## src/rtl/pirq_agg.sv

```systemverilog
module pirq_agg #(
  parameter int NUM_MSI = 32,
  localparam int VW = $clog2(NUM_MSI)
) (
  input  logic          clk,
  input  logic          rst_n,
  input  logic          reg_we,
  input  logic [3:0]    reg_addr,
  input  logic [31:0]   reg_wdata,
  output logic [31:0]   reg_rdata,
  input  logic [3:0]    intx_asrt_i,
  input  logic [3:0]    intx_dasrt_i,
  input  logic          msi_vld_i,
  input  logic [VW-1:0] msi_vec_i,
  input  logic [7:0]    msi_data_i,
  input  logic          pwr_evt_i,
  input  logic          flush_evt_i,
  output logic          irq_o
);
  localparam logic [23:0] HOST_MSK_ALL = 24'hFFF0FB;

  logic [26:0]        isr0_q, isr0_msk_q;
  logic [1:0]         isr1_q, isr1_msk_q;
  logic [NUM_MSI-1:0] msi_st_q, msi_msk_q;
  logic [7:0]         msi_pl_q;
  logic               host_core_q;
  logic [23:0]        host_msk_q;

  wire wr_isr0  = reg_we && reg_addr == 4'd0;
  wire wr_isr0m = reg_we && reg_addr == 4'd1;
  wire wr_isr1  = reg_we && reg_addr == 4'd2;
  wire wr_isr1m = reg_we && reg_addr == 4'd3;
  wire wr_msi   = reg_we && reg_addr == 4'd4;
  wire wr_msim  = reg_we && reg_addr == 4'd5;
  wire wr_host  = reg_we && reg_addr == 4'd7;
  wire wr_hostm = reg_we && reg_addr == 4'd8;

  wire msi_pend  = |(msi_st_q & ~msi_msk_q);
  wire core_pend = (|(isr0_q & ~isr0_msk_q)) | (|(isr1_q & ~isr1_msk_q));

  wire [26:0] isr0_set = {2'b00, msi_pend, intx_dasrt_i, intx_asrt_i, 16'h0000};
  wire [1:0]  isr1_set = {flush_evt_i, pwr_evt_i};
  wire [NUM_MSI-1:0] msi_set = msi_vld_i ? (NUM_MSI'(1) << msi_vec_i) : '0;

  wire [26:0]        isr0_clr = wr_isr0 ? reg_wdata[26:0] : '0;
  wire [1:0]         isr1_clr = wr_isr1 ? reg_wdata[5:4] : '0;
  wire [NUM_MSI-1:0] msi_clr  = wr_msi ? reg_wdata[NUM_MSI-1:0] : '0;
  wire               host_clr = wr_host & reg_wdata[16];

  always_ff @(posedge clk or negedge rst_n) begin
    if (!rst_n) begin
      isr0_q      <= '0;
      isr0_msk_q  <= '1;
      isr1_q      <= '0;
      isr1_msk_q  <= '1;
      msi_st_q    <= '0;
      msi_msk_q   <= '1;
      msi_pl_q    <= '0;
      host_core_q <= 1'b0;
      host_msk_q  <= HOST_MSK_ALL;
    end else begin
      isr0_q      <= (isr0_q & ~isr0_clr) | isr0_set;
      isr1_q      <= (isr1_q & ~isr1_clr) | isr1_set;
      msi_st_q    <= (msi_st_q & ~msi_clr) | msi_set;
      host_core_q <= (host_core_q & ~host_clr) | core_pend;
      if (msi_vld_i) msi_pl_q <= msi_data_i;
      if (wr_isr0m)  isr0_msk_q <= reg_wdata[26:0];
      if (wr_isr1m)  isr1_msk_q <= reg_wdata[5:4];
      if (wr_msim)   msi_msk_q  <= reg_wdata[NUM_MSI-1:0];
      if (wr_hostm)  host_msk_q <= reg_wdata[23:0] & HOST_MSK_ALL;
    end
  end

  always_comb begin
    case (reg_addr)
      4'd0:    reg_rdata = {5'b0, isr0_q};
      4'd1:    reg_rdata = {5'b0, isr0_msk_q};
      4'd2:    reg_rdata = {26'b0, isr1_q, 4'b0};
      4'd3:    reg_rdata = {26'b0, isr1_msk_q, 4'b0};
      4'd4:    reg_rdata = 32'(msi_st_q);
      4'd5:    reg_rdata = 32'(msi_msk_q);
      4'd6:    reg_rdata = {24'b0, msi_pl_q};
      4'd7:    reg_rdata = {15'b0, host_core_q, 16'b0};
      4'd8:    reg_rdata = {8'b0, host_msk_q};
      default: reg_rdata = '0;
    endcase
  end

  assign irq_o = host_core_q & ~host_msk_q[16];
endmodule

```

## config.mk

```make
export PLATFORM = sky130hd
export DESIGN_NAME = pirq_agg
export DESIGN_NICKNAME = d
export VERILOG_FILES = /design/src/rtl/pirq_agg.sv
export SDC_FILE = /design/constraint.sdc
export NUM_CORES = 1
export LEC_CHECK = 0
export CORE_MARGIN = 3
export CORE_UTILIZATION = 29
export DETAILED_ROUTE_END_ITERATION = 12
export DONT_BUFFER_PORTS = 1
export HOLD_SLACK_MARGIN = 0.12
export MAX_ROUTING_LAYER = met4
export SLEW_MARGIN = 20
export SYNTH_ARGS = -nofsm -noshare
export SYNTH_HDL_FRONTEND = slang
export SYNTH_SLANG_ARGS = --single-unit
```

## constraint.sdc

```tcl
create_clock -name clk -period 1.7 [get_ports clk]
set_clock_uncertainty 0.05 [all_clocks]
set_input_delay 0.17 -clock clk [delete_from_list [all_inputs] [get_ports clk]]
set_output_delay 0.17 -clock clk [all_outputs]
set_load 0.005 [all_outputs]
```

* After elaboration in Yosys (flattened, before gate mapping)
Cells that the tools add are included.
** Storage, ports and cells
- Output and inout bits :: 33
- Bits in registers :: 150
- Input port bits :: 63
** Operators by class
- Eq/ne operators :: 8
- Reduce and logical (&&, ||, !) cells :: 12
- Bitwise gates (word level) :: 22
- Shifts and indexed selects :: 1
- Mux-type cells :: 5
** Operators by type and width (number)
- one-hot mux 32 bit (9 select lines) :: 1
- bitwise AND 32 bit :: 2
- 2-to-1 mux 32 bit :: 2
- inverter 32 bit :: 2
- bitwise AND 27 bit :: 2
- inverter 27 bit :: 2
- bitwise OR 32 bit :: 1
- OR reduction 32 bit :: 1
- << shifter 1 x 5 -> 32 bit (first input constant) :: 1
- 2-to-1 mux 27 bit :: 1
- bitwise OR 27 x 25 -> 27 bit :: 1
- OR reduction 27 bit :: 1
- == test 4 x 3 -> 1 bit (second input constant) :: 4
- == test 4 x 2 -> 1 bit (second input constant) :: 2
- logical AND 1 bit :: 8
- bitwise AND 2 bit :: 2
- == test 4 x 1 -> 1 bit (second input constant) :: 1
- == test 4 bit (second input constant) :: 1
- logical NOT 4 bit :: 1
- inverter 2 bit :: 2
- bitwise AND 1 bit :: 3
- 2-to-1 mux 2 bit :: 1
- inverter 1 bit :: 2
- bitwise OR 1 bit :: 2
- other kinds (2) :: 2

* Logic depth before layout (Yosys ltp)
- Depth after elaboration :: 6
- Mapped depth :: 7

* Worst setup path before layout
Ideal clock, no wire load.
- Path kind :: input -> register
- Start :: input reg_addr[1]
- End :: register isr0_q[22]
- Arrival time :: 1.409 ns
- Required time :: 1.532 ns
- Library setup time :: 0.118 ns
- Stages :: 7
- Setup slack :: 0.123 ns
- Cell sequence :: buf_4 > nor4_4 > and2_1 > buf_4 > buf_4 > nand2_1 > a21o_1
** Between the ends
- Longest elaborated chain between the ends :: 6
** RTL lines
- from (decl) :: line 8 : input logic [3:0] reg_addr,
- logical NOT 4 bit :: line 29 : wire wr_isr0 = reg_we && reg_addr == 4'd0;
- logical AND 1 bit :: line 29
- 2-to-1 mux 27 bit :: line 45 : wire [26:0] isr0_clr = wr_isr0 ? reg_wdata[26:0] : '0;
- inverter 27 bit :: line 62 : isr0_q <= (isr0_q & ~isr0_clr) | isr0_set;
- bitwise AND 27 bit :: line 62
- bitwise OR 27 x 25 -> 27 bit :: line 62
- to (signal assigned) :: line 62
- to (decl) :: line 22 : logic [26:0] isr0_q, isr0_msk_q;
Every way passes these cells.
A chain may end at the register's enable or synchronous reset.

* Worst setup path in the final report
- Start :: input msi_vec_i[3]
- End :: register msi_st_q[25]
** Between the ends
- Longest elaborated chain between the ends :: 3
** RTL lines
- from (decl) :: line 14 : input logic [VW-1:0] msi_vec_i,
- << shifter 1 x 5 -> 32 bit :: line 43 : wire [NUM_MSI-1:0] msi_set = msi_vld_i ? (NUM_MSI'(1) << msi_vec_i) : '0;
- 2-to-1 mux 32 bit :: line 43
- bitwise OR 32 bit :: line 64 : msi_st_q <= (msi_st_q & ~msi_clr) | msi_set;
- to (signal assigned) :: line 64
- to (decl) :: line 24 : logic [NUM_MSI-1:0] msi_st_q, msi_msk_q;
Every way passes these cells.

==> metrics.md <==
| Metric | Value |
|---|---|
| Run status | `finished with violations` |
| Violations in the final reports | `negative hold slack` |
| Yosys warnings | `0` |
| Fin. max-slew vios | `0` |
| Total Power | `11.1 mW` |
| H-tree depth | `4` |
| Initial Util | `0.300` |
| Hold Vio Cnt, Final | `150` |
| Via Count | `5615` |
| Drt pass-1 iters | `5` |
| DR WL/cell | `22.7 um` |
| Post-Synth XOR/XNOR Area | `0` |
| FFs w/ async S/R, synth | `1.00` |
| Yosys reg bits | `150` |
| Reg2reg end | `host_core_q` |
| Final setup margin | `0.0509 ns` |
| PortBufs | `0` |
| First-pass GRT wire length | `36100 um` |
| Final nets | `770` |
| Global Route Usage Sum | `0.185` |
| Antenna Violating Nets Remaining | `0` |
| # DRC | `0` |
| Initial antenna violation count | `1` |
| Hold WC Path Type | `input pin to asynchronous set/reset pin` |
| Full die area | `26700 sq um` |
| Crit. End Element | `register` |
| Die height | `163 um` |
| # IOs | `96` |
| Peak VDD IR | `0.000478 V` |
| Worst reg2reg path depth | `4` |
| Inserted Clock Buffers | `17` |
| Setup_tns | `0 ns` |
| Seq/Total Area, Yosys | `0.537` |
| Critical path's most frequent cell | `dlygate4sd3_1` |
| Mapped cell area | `7170 sq um` |
| Max incr delay on CP | `0.97 ns` |
| Post-Synth Adder-Cell Area | `0` |
| Largest net degree at the start of global routing | `151` |
| Crit Path Category | `input pin to register` |
| Critical path arrival | `1.96 ns` |
| CTS Buffer Depth | `2` |
| Hold_buf cts | `91` |
| Vias in the first global route | `5635` |
| Finished Core Util | `0.387` |
| Int Pwr | `8.30 mW` |
| Final setup violation count | `0` |
| Crit path time final | `1.65 ns` |
| RSZ-0062 raised after global routing | `true` |
| DP HPWL | `15900 um` |
| Vias per cell | `5.40` |
| Worst slack, placed | `0.173 ns` |
| R2r setup slk | `0.13 ns` |
| Share of cells above drive strength 1 | `0.300` |
| Primary FF master, synth | `dfstp_2` |
| Post-synthesis simple-gate area fraction | `0.107` |
| Complex-gate fraction of the synthesized area | `0.168` |
| Clock root buffer | `clkbuf_16` |
| Max Fclk | `606 MHz` |
| Sw Ratio | `0.253` |
| Fin crit share | `0.970` |
| Final WL | `23600 um` |
| CP max-delay cell | `dlygate4sd3_1` |
| Startpoint Class | `input pin` |
| Synth unique cells | `46` |
| Worst Max-Slew Pin Slew | `0.675 ns` |
| P per Cell Area | `1200 nW/um^2` |
| CTS clk-pin slew, worst paths | `0.06 ns` |
| CORE AREA | `23900 sq um` |
| Die W | `163 um` |
| Leakage | `3.77 nW` |
| Maxcap violations | `0` |
| Worst r2r src | `isr0_msk_q[5]` |
| Mux contribution to synthesized area | `0.142` |
| Initial DRC Count | `534` |
| Gate power share | `0.147` |
| Overflow after GRT | `0` |
| Clk_lat worst skew | `0.43 ns` |
| Synth Instances | `609` |
| Largest family of logic cells by synthesized area | `compound AO/OA/AOI/OAI gates` |
| Avg Cell Area, Syn | `11.8 sq um` |
| RD Place Congestion | `0.880` |
| Sequential power share | `0.465` |
| CTS tree | `built` |
| Power share of the clock group | `0.387` |
| WP data required | `2.01 ns` |
| Post-Syn Nets | `672` |
| Worst-path maximum fanout | `15` |
| Synthesis-to-layout area growth | `28.8%` |
| Rows | `56` |
| Critical-path cell list | `dlygate4sd3_1 > a32o_1 > dlygate4sd3_1` |
| Worst slew margin | `0.549` |
| Switching power | `2.82 mW` |
| Hold WS | `-0.607 ns` |
| Sink Count | `150` |
| EDFF count, synth | `0` |
[critical path, delay by kind of cell]
family	cells	cell delay, ns
buffers and inverters	2	1.52
AOI/OAI and AO/OA	1	0.27
[synthesized netlist by cell type, types with 2 or more instances]
master,count,area (sq um)
dfstp_2,80,2100
dfrtp_1,70,1750
mux2_2,67,754
nand2_1,67,251
inv_1,39,146
a22o_1,26,228
nand2b_1,23,144
a222oi_1,22,220
mux2_1,21,236
a22oi_1,16,120
o22ai_1,16,100
clkbuf_1,15,56.3
a21oi_1,13,65.1
nor2_1,13,48.8
o2bb2ai_1,13,114
a21o_1,12,90.1
buf_2,12,60.1
nor2b_1,9,56.3
a221o_1,7,70.1
nand3_1,7,35.0
a21boi_0,6,45.0
a32o_1,6,60.1
nor4_1,6,37.5
o2111ai_1,6,52.6
buf_4,5,37.5
nand4_1,4,25.0
mux2i_1,3,30.0
buf_6,2,22.5
nand2_2,2,12.5
nor3_1,2,10.0
nor3b_1,2,15.0
o21ai_0,2,10.0
or2_2,2,12.5
[registers in the layout, indices dropped and copies added (netlist names)]
register / count
isr0_q: 27
isr0_msk_q: 27
host_msk_q: 19
host_core_q: 1
isr1_q: 2
msi_pl_q: 8
isr1_msk_q: 2
msi_msk_q: 32
msi_st_q: 32
[cells in the final DEF, fill, tap and decap left out, types with 7 or more instances in the layout]
master         instances
nand2b_1              23
o2bb2ai_1             12
mux2_2                67
a21o_1                12
buf_4                 19
dfrtp_1               70
a22o_1                26
a22oi_1               16
dfstp_2               80
a21oi_1               13
nor2b_1                9
clkbuf_16             17
dlygate4sd3_1         88
o22ai_1               16
inv_1                 39
mux2_1                21
nor2_1                12
a222oi_1              22
nand2_1               67
a221o_1                7
nand3_1                7
[cells by family (layout without fill, tap and decap cells)]
group / after synthesis / in the layout
mux: 91 / 91
simple gates: 146 / 146
buf+inv: 74 / 185
other cells: 0 / 1
compound gates: 148 / 148
flops: 150 / 150
[layer usage]
| layer | share of wire | vias to the layer above | global-route usage |
|---|---|---|---|
| met2 | 0.46 | 221 | 0.279 |
| met5 | 0 | - | - |
| met3 | 0.084 | 28 | 0.0507 |
| met1 | 0.44 | 2903 | 0.247 |
| met4 | 0.015 | 0 | 0.0500 |
| li1 | - | 2463 | - |
[worst max path at each step]
| stage | start | endpoint | slack, ns | cells after the start |
|---|---|---|---|---|
| 5_1_grt | isr1_q[1] | reg_rdata[5] | -0.01 | 4 |
| 3_3_place_gp | msi_msk_q[2] | isr0_q[24] | 0.18 | 4 |
| 3_5_place_dp | msi_msk_q[2] | isr0_q[24] | 0.17 | 4 |
| 2_1_floorplan | reg_addr[1] | isr0_q[22] | 0.12 | 7 |
| 4_1_cts | msi_vec_i[2] | msi_st_q[25] | 0.01 | 5 |
| 6_report | msi_vec_i[3] | msi_st_q[25] | 0.05 | 3 |
[area by class of cell]
| class | instances | area (sq um) |
|---|---|---|
| Inverter | 39 | 146 |
| Clock inverter | 13 | 228 |
| Clock buffer | 19 | 443 |
| Fill cell | 2288 | 14700 |
| Antenna cell | 1 | 2.50 |
| Multi-Input combinational cell | 385 | 3020 |
| Timing Repair Buffer | 114 | 1140 |
| Tap cell | 319 | 399 |
| Sequential cell | 150 | 3850 |
[metrics by stage]
step / area [sq um] / cells / hold WS (ns)
floorplan: 7170 / 609 / -0.176
global placement: 7620 / 915 / -0.167
detailed placement: 7620 / 915 / -0.167
CTS: 9210 / 1038 / -0.627
global route: 9240 / 1040 / -0.631
finish: 9240 / 1040 / -0.607
[what timing repair did]
| item | 4_1_cts | 5_1_grt |
|---|---|---|
| cloned | 0 | 0 |
| setup buffers | 0 | 1 |
| endpoints found under the hold margin | 300 | 150 |
| endpoints found under the setup margin | 1 | 2 |
| resized for setup | 3 | 5 |
[power by group through the flow]
stage          sequential, mW  clock [mW]  combinational, mW
2_1_floorplan            5.00           0               1.09
3_3_place_gp             5.18           0               1.35
3_5_place_dp             5.21           0               1.38
4_1_cts                  5.16        4.39               1.63
5_1_grt                  5.27        4.54               1.78
6_report                 5.17        4.31               1.64
No activity file was read; power rests on OpenSTA's default activity.
